===== src/rtl/stripe_tracker_pkg.sv =====
package stripe_tracker_pkg;
  typedef enum logic {
    ACC_RD = 1'b0,
    ACC_WR = 1'b1
  } acc_e;

  // prediction class that inhibits insertion (every-occurrence, already called)
  localparam logic [1:0] PRED_EVERY = 2'b11;
endpackage


===== src/rtl/stripe_tracker_keygen.sv =====
module stripe_tracker_keygen #(
  parameter int ADDR_W = 32,
  parameter int OFF_W  = 6,
  localparam int KEY_W = ADDR_W - OFF_W + 1
) (
  input  logic [ADDR_W-1:0] addr_i,
  input  logic              store_i,
  output logic [KEY_W-1:0]  key_o
);
  // key = {kind, stripe}
  assign key_o = {store_i, addr_i[ADDR_W-1:OFF_W]};
endmodule


===== src/rtl/stripe_tracker_entry.sv =====
module stripe_tracker_entry #(
  parameter int KEY_W = 27
) (
  input  logic             clk_i,
  input  logic             rst_ni,
  input  logic             clr_i,
  input  logic             wr_i,
  input  logic [KEY_W-1:0] wr_key_i,
  input  logic [KEY_W-1:0] lk_key_i,
  output logic             vld_o,
  output logic             lk_hit_o,
  output logic             ins_hit_o
);
  logic             vld_q;
  logic [KEY_W-1:0] key_q;

  always_ff @(posedge clk_i or negedge rst_ni) begin
    if (!rst_ni)    vld_q <= 1'b0;
    else if (clr_i) vld_q <= 1'b0;
    else if (wr_i)  vld_q <= 1'b1;
  end

  always_ff @(posedge clk_i or negedge rst_ni) begin
    if (!rst_ni)   key_q <= '0;
    else if (wr_i) key_q <= wr_key_i;
  end

  assign vld_o     = vld_q;
  assign lk_hit_o  = vld_q && (key_q == lk_key_i);
  assign ins_hit_o = vld_q && (key_q == wr_key_i);
endmodule


===== src/rtl/stripe_tracker_alloc.sv =====
module stripe_tracker_alloc #(
  parameter int DEPTH = 16
) (
  input  logic [DEPTH-1:0] vld_i,
  output logic [DEPTH-1:0] gnt_o,
  output logic             full_o
);
  // lowest free slot wins
  always_comb begin
    logic found;
    found = 1'b0;
    gnt_o = '0;
    for (int i = 0; i < DEPTH; i++) begin
      if (!vld_i[i] && !found) begin
        gnt_o[i] = 1'b1;
        found    = 1'b1;
      end
    end
  end

  assign full_o = &vld_i;
endmodule


===== src/rtl/stripe_tracker.sv =====
module stripe_tracker
  import stripe_tracker_pkg::*;
#(
  parameter int ADDR_W       = 32,
  parameter int STRIPE_BYTES = 64,
  parameter int DEPTH        = 16
) (
  input  logic              clk_i,
  input  logic              rst_ni,
  input  logic [ADDR_W-1:0] lk_addr_i,
  input  logic              lk_store_i,
  output logic              lk_hit_o,
  input  logic              ins_req_i,
  input  logic [ADDR_W-1:0] ins_addr_i,
  input  logic              ins_store_i,
  input  logic [1:0]        ins_pred_i,
  input  logic              tx_start_i,
  input  logic              ctx_flush_i,
  output logic              overflow_o
);
  localparam int OFF_W = $clog2(STRIPE_BYTES);
  localparam int KEY_W = ADDR_W - OFF_W + 1;

  logic [KEY_W-1:0] lk_key, ins_key;
  logic [DEPTH-1:0] vld_v, lk_hit_v, ins_hit_v, gnt_v, wr_v;
  logic             full, clr, ins_ok, ins_dup, do_wr, ovf_q;

  stripe_tracker_keygen #(.ADDR_W(ADDR_W), .OFF_W(OFF_W)) u_lk_key (
    .addr_i (lk_addr_i),
    .store_i(lk_store_i),
    .key_o  (lk_key)
  );

  stripe_tracker_keygen #(.ADDR_W(ADDR_W), .OFF_W(OFF_W)) u_ins_key (
    .addr_i (ins_addr_i),
    .store_i(ins_store_i),
    .key_o  (ins_key)
  );

  stripe_tracker_alloc #(.DEPTH(DEPTH)) u_alloc (
    .vld_i (vld_v),
    .gnt_o (gnt_v),
    .full_o(full)
  );

  assign clr     = tx_start_i || ctx_flush_i;
  assign ins_ok  = ins_req_i && (ins_pred_i != PRED_EVERY);
  assign ins_dup = |ins_hit_v;
  assign do_wr   = ins_ok && !ins_dup && !full && !clr;
  assign wr_v    = gnt_v & {DEPTH{do_wr}};

  for (genvar g = 0; g < DEPTH; g++) begin : g_ent
    stripe_tracker_entry #(.KEY_W(KEY_W)) u_ent (
      .clk_i    (clk_i),
      .rst_ni   (rst_ni),
      .clr_i    (clr),
      .wr_i     (wr_v[g]),
      .wr_key_i (ins_key),
      .lk_key_i (lk_key),
      .vld_o    (vld_v[g]),
      .lk_hit_o (lk_hit_v[g]),
      .ins_hit_o(ins_hit_v[g])
    );
  end

  always_ff @(posedge clk_i or negedge rst_ni) begin
    if (!rst_ni)                          ovf_q <= 1'b0;
    else if (clr)                         ovf_q <= 1'b0;
    else if (ins_ok && !ins_dup && full)  ovf_q <= 1'b1;
  end

  assign lk_hit_o   = |lk_hit_v;
  assign overflow_o = ovf_q;
endmodule


===== config.mk =====
export PLATFORM = sky130hd
export DESIGN_NAME = stripe_tracker
export DESIGN_NICKNAME = d
export VERILOG_FILES = /design/src/rtl/stripe_tracker_pkg.sv /design/src/rtl/stripe_tracker_keygen.sv /design/src/rtl/stripe_tracker_entry.sv /design/src/rtl/stripe_tracker_alloc.sv /design/src/rtl/stripe_tracker.sv
export SDC_FILE = /design/constraint.sdc
export NUM_CORES = 1
export LEC_CHECK = 0
export ABC_AREA = 0
export BUFFER_PORTS_ARGS = -buffer_cell sky130_fd_sc_hd__buf_2
export CAP_MARGIN = 20
export CORE_MARGIN = 3
export CORE_UTILIZATION = 35
export DETAILED_ROUTE_END_ITERATION = 12
export PLACE_DENSITY = 0.62
export SLEW_MARGIN = 20
export SYNTH_ARGS = -nofsm -noshare
export SYNTH_HDL_FRONTEND = slang
export SYNTH_HIERARCHICAL = 1
export SYNTH_SLANG_ARGS = --single-unit

===== constraint.sdc =====
create_clock -name clk_i -period 2.8 [get_ports clk_i]
set_clock_uncertainty 0.2 [all_clocks]
set_input_delay 0.42 -clock clk_i [delete_from_list [all_inputs] [get_ports clk_i]]
set_output_delay 0.42 -clock clk_i [all_outputs]
set_load 0.1 [all_outputs]

# After elaboration in Yosys (flattened, before gate mapping)
# Index checks and enable logic that the tools add are counted.
# totals
in_bits	73
regBits	449
output_inout_bits	2
# op_classes
eq_ne	33
bitwise	1
mux	64
n_reduce_logical	105
# op_table
operator	n
$eq 27x27->1	32
$mux 1	64
$logic_and 1x1->1	52
$reduce_bool 2->1	17
$logic_not 1->1	32
$reduce_or 16->1	2
$and 16x16->16	1
$reduce_and 16->1	1
$ne 2x2->1 const B	1
$logic_or 1x1->1	1

# Logic depth before layout (Yosys ltp)
# depth
word_depth	48
depth_mapped	13
ltp_nobuf	9

# Hierarchy
# Netlist, hierarchy kept.
# modules_own_cells
mod	seq_area_each_um2	cells_per_inst	area_each_um2	n_inst
stripe_tracker_entry	700.7	132	1627.8	16
stripe_tracker_keygen	0.0	27	202.7	2
stripe_tracker	25.0	54	399.1	1
stripe_tracker_alloc	0.0	31	196.4	1

# Least setup slack after synthesis
# No wires, ideal clock.
# synth_path
kind	input-to-reg
from	input port ins_addr_i[17]
to	register g_ent[5].u_ent.key_q[10]
setup_slack_ps	-314
setup_time_ps	125
arrival_time_ps	2790
path_stages	12
path_cell_list	buf_4 -> xnor2_1 -> nand4_1 -> or4_1 -> nor4_2 -> nor4b_2 -> nand2_1 -> buf_4 -> nor4_1 -> buf_2 -> buf_2 -> mux2_2
# synth_via
elab_chain_cells	8
elab_cells_between_ends	38
# synth_rtl
item	line	text
start, declared	stripe_tracker.sv:14	input logic [ADDR_W-1:0] ins_addr_i,
$eq 27x27->1	stripe_tracker_entry.sv:30	assign ins_hit_o = vld_q && (key_q == wr_key_i);
$logic_and 1x1->1	stripe_tracker_entry.sv:30	
named net ins_hit_v[15]	stripe_tracker.sv:25	logic [DEPTH-1:0] vld_v, lk_hit_v, ins_hit_v, gnt_v, wr_v;
$reduce_or 16->1	stripe_tracker.sv:48	assign ins_dup = |ins_hit_v;
$logic_not 1->1	stripe_tracker.sv:49	assign do_wr = ins_ok && !ins_dup && !full && !clr;
$logic_and 1x1->1 (3 in series)	stripe_tracker.sv:49	
$and 16x16->16	stripe_tracker.sv:50	assign wr_v = gnt_v & {DEPTH{do_wr}};
named net wr_v[5]	stripe_tracker.sv:25	
end signal, assigned	stripe_tracker_entry.sv:25	else if (wr_i) key_q <= wr_key_i;
end, declared	stripe_tracker_entry.sv:15	logic [KEY_W-1:0] key_q;
# The timed path passes the listed nets, and every way through them passes these cells.
# A chain may end at the register's enable or synchronous reset.

# Worst setup path in the final report
# layout_path
from	register g_ent[1].u_ent.key_q[0]
to	output port lk_hit_o
# layout_via
elab_chain_cells	3
# layout_rtl
item	line	text
start, declared	stripe_tracker_entry.sv:15	
start signal, assigned	stripe_tracker_entry.sv:25	
$eq 27x27->1	stripe_tracker_entry.sv:29	assign lk_hit_o = vld_q && (key_q == lk_key_i);
$logic_and 1x1->1	stripe_tracker_entry.sv:29	
named net lk_hit_v[1]	stripe_tracker.sv:25	
$reduce_or 16->1	stripe_tracker.sv:72	assign lk_hit_o = |lk_hit_v;
end, declared	stripe_tracker.sv:12	output logic lk_hit_o,
# The timed path passes the listed nets, and every way through them passes these cells.

==> key figures <==
Global routing
  • Vias in the first global route: 20,955
  • Largest net degree at the start of global routing: 64
  • GRT Total Usage: 0.230
  • First-pass GRT wire length: roughly 140,000 um
  • Antenna violations before repair: 0
  • GRT overflow: 0

Route
  • Via-to-Cell Ratio: a little over 5
  • Initial DRC count: ~1,900
  • DRC viols: 0
  • DR vias: between 20,000 and 25,000
  • Routed len/inst: 24.5 um
  • WL final: approximately 96,000 um
  • DRT antenna net count: 0
  • Iteration count of the initial detailed-routing pass: 7

Clock network
  • Clock Pin Slew Worst Setup and Hold Paths: ~0.06 ns
  • Max Root-Sink Buffers: 3
  • H-tree Lvls: 2
  • CTS buffer count: 48
  • Clk_lat worst skew: roughly 0.60 ns
  • TritonCTS clock tree: yes
  • Root Buffer: clkbuf_16
  • Clk sinks: ~450

Floorplanning
  • # IOs: 75
  • Standard-cell rows: slightly above 100
  • Die Ht: between 200 and 300 um
  • Die width: ~280 um
  • Core area: roughly 0.076 mm^2
  • Initial core utilization: 0.355
  • Die Area: around 0.08 mm^2

Synth
  • Sequential share of the synthesized area: 0.415
  • Synth Area in Simple Gates: 0.0966
  • Largest family of logic cells by synthesized area: XOR/XNOR gates
  • Post-Syn Nets: approximately 2,300
  • Syn Std Cell Area: between 0.02 and 0.03 mm^2
  • Syn_area_per_cell: roughly 12 um^2
  • Library cells used by synthesis: 26
  • Mux cell area share after synthesis: 0.180
  • Syn Inst Count: between 2,000 and 2,500
  • Synth Area in Compound Gates: 0.000463
  • Register bit count reported by yosys: 449
  • Synth Area in Adders: 0
  • XOR/XNOR share of the synthesized area: 0.280
  • Yosys warnings: 6

Critical path
  • Register-to-Register Path Depth: 14
  • Critical Path Start Type: register
  • Arrival @ worst endpoint: 2.89 ns
  • R2r setup slk: -0.55 ns
  • CP Class: register to primary output
  • Required time of the worst setup path: about 2.2 ns
  • Reg-to-reg startpoint: g_ent[15].u_ent/key_q[14]$_DFFE_PN0P_
  • Worst-path fanout max: 2
  • CP Capture Type: primary output
  • R2r endpoint: g_ent[8].u_ent/key_q[17]$_DFFE_PN0P_

Status
  • Violated checks: setup timing
  • Run status: finished with violations

Timing
  • Final worst setup slack: -0.714 ns
  • Hold WS: approximately 0.029 ns
  • Min Tclk post-route: between 3 and 4 ns
  • Final TNS setup: -210.76 ns
  • Fmax: around 280 MHz
  • Slew HR: 0.569
  • Final hold vios: 0
  • Final period util: 1.26
  • Max-slew violations: 0
  • Final setup vio count: approximately 450
  • Worst slew pin tran: roughly 0.65 ns
  • RSZ-0062 raised after global routing: true

Worst hold path
  • Hold Startpoint: ins_addr_i[8]
  • Hold EP: g_ent[3].u_ent/key_q[2]$_DFFE_PN0P_
  • Hold path depth: 2
  • Min-delay worst type: input port to register

Power and ir drop
  • Pwr/cell area: about 450 mW/mm^2
  • Leak: 15.1 nW
  • Worst VDD drop: 0.432 mV

Placement
  • GPL Wtd Cong: 0.937
  • Area after DPL: around 0.033 mm^2
  • Detail Placement HPWL: between 60,000 and 70,000 um
  • # port buffers: slightly above 60

Cells and area
  • Antenna diodes: 0
  • Area Growth Syn to Fin: 35.2%
  • Post-layout nets: between 2,000 and 3,000
  • Layout cells sized above 1: 0.444
  • Finished Cell Area: roughly 0.037 mm^2

Run
  • Max-cap violations: 0
## worst max path at each step
stage / start / end / slack [ns] / depth (start not counted)
after detailed placement: ins_addr_i[26] / g_ent[15].u_ent/key_q[18]$_DFFE_PN0P_ / -1.12 / 11
final: g_ent[1].u_ent/key_q[0]$_DFFE_PN0P_ / lk_hit_o / -0.71 / 8
after global routing: g_ent[6].u_ent/key_q[23]$_DFFE_PN0P_ / lk_hit_o / -0.78 / 8
after CTS: g_ent[1].u_ent/key_q[23]$_DFFE_PN0P_ / lk_hit_o / -0.73 / 9
after global placement: ins_addr_i[26] / g_ent[15].u_ent/key_q[24]$_DFFE_PN0P_ / -1.14 / 11
after floorplan: lk_addr_i[18] / lk_hit_o / -0.12 / 7
## flip-flops by register name (all words and copies together), names as in the netlist
register and count:
overflow_o 1, g_ent.u_ent/vld_o 16, g_ent.u_ent/key_q 432
## placed cells by master (no fill, tap or decap), types with 2 or more instances in the layout
cell type,n
xnor2_1,818
buf_4,462
dfrtp_1,447
mux2_2,348
nand4_1,228
mux2_4,84
buf_12,70
clkbuf_16,56
buf_2,52
xnor2_2,45
nor4_4,42
nor2_1,36
buf_6,34
or4_4,24
inv_1,18
nor4_2,12
clkbuf_1,12
clkbuf_8,11
buf_8,9
nor4_1,8
or4_1,8
clkinv_2,7
buf_16,6
dlygate4sd3_1,5
nand2_1,4
bufinv_16,3
bufbuf_16,3
nand3_1,2
dfrtp_2,2
clkbuf_4,2
nor3_1,2
nand3b_1,2
nand4b_1,2
nor3b_1,2
## Yosys cell counts, drive strengths merged
cell    count  area (um^2)
nand4     230         1450
inv        18         67.6
mux2      432         4860
nor3        3         15.0
buf       106          681
o21ai       1         5.00
nand2       5         18.8
nand2b      1         6.26
nand3       2         10.0
nand3b      2         15.0
nor2       36          135
or4        32          240
clkbuf      1         3.75
xnor2     864         7570
nor4b       2         23.8
a211oi      1         7.51
nor3b       2         15.0
nand4b      2         17.5
nor4       62          666
dfrtp     449        11200
## worst max-delay path, stage by stage, from the launching register on
cell,delay (ns)
dfrtp_1,0.45
buf_4,0.17
xnor2_1,0.18
nand4_1,0.14
or4_4,0.62
nor4_4,0.17
nor4_2,0.10
nand4_1,0.24
buf_12,0.22
## cell type report
type	instances	area (um^2)
Fill cell	6714	39600
Multi-Input combinational cell	1677	16300
Sequential cell	449	11200
Timing Repair Buffer	650	6150
Clock buffer	72	1420
Tap cell	1030	1290
Clock inverter	10	125
Inverter	18	67.6
## where the power goes
group          leakage, nW  switching (mW)  internal [mW]
Sequential            6.13           0.234           6.74
Combinational         8.22            1.60           1.61
Clock                0.767            2.69           3.75
## per-stage QoR
stage,setup slack (ns),cells,power [mW],utilization
final,-0.714,3906,16.6,0.480
after floorplan,-0.118,2251,8.69,-
after global placement,-1.14,3760,10.0,0.433
after detailed placement,-1.12,3760,10.1,0.433
after global routing,-0.779,3906,17.2,0.480
after CTS,-0.728,3885,16.7,0.470
## layer usage
metal,up-vias,GRT usage,share of wire,wire length (um)
li1,9072,-,-,-
met5,-,0,0,0
met1,10366,0.326,0.45,42800
met2,689,0.349,0.44,41800
met4,0,0.0684,0.029,2750
met3,151,0.0528,0.087,8310
## repair_timing
item	4_1_cts	5_1_grt
pin swaps	28	25
gates resized for setup	131	126
buffers inserted	25	17
hold buffers	5	0
endpoints found under the setup margin	450	450
cloned	18	7
hold endpoints to repair	54	0
## logic make-up after synthesis
kind of cell / Yosys count
xor gates and xnor gates: 864
DFF: 449
muxes: 432
and+or+nand+nor: 379
buffers and inverters: 125
AOI/OAI and AO/OA: 2
Power figures use the tool's default switching activity.
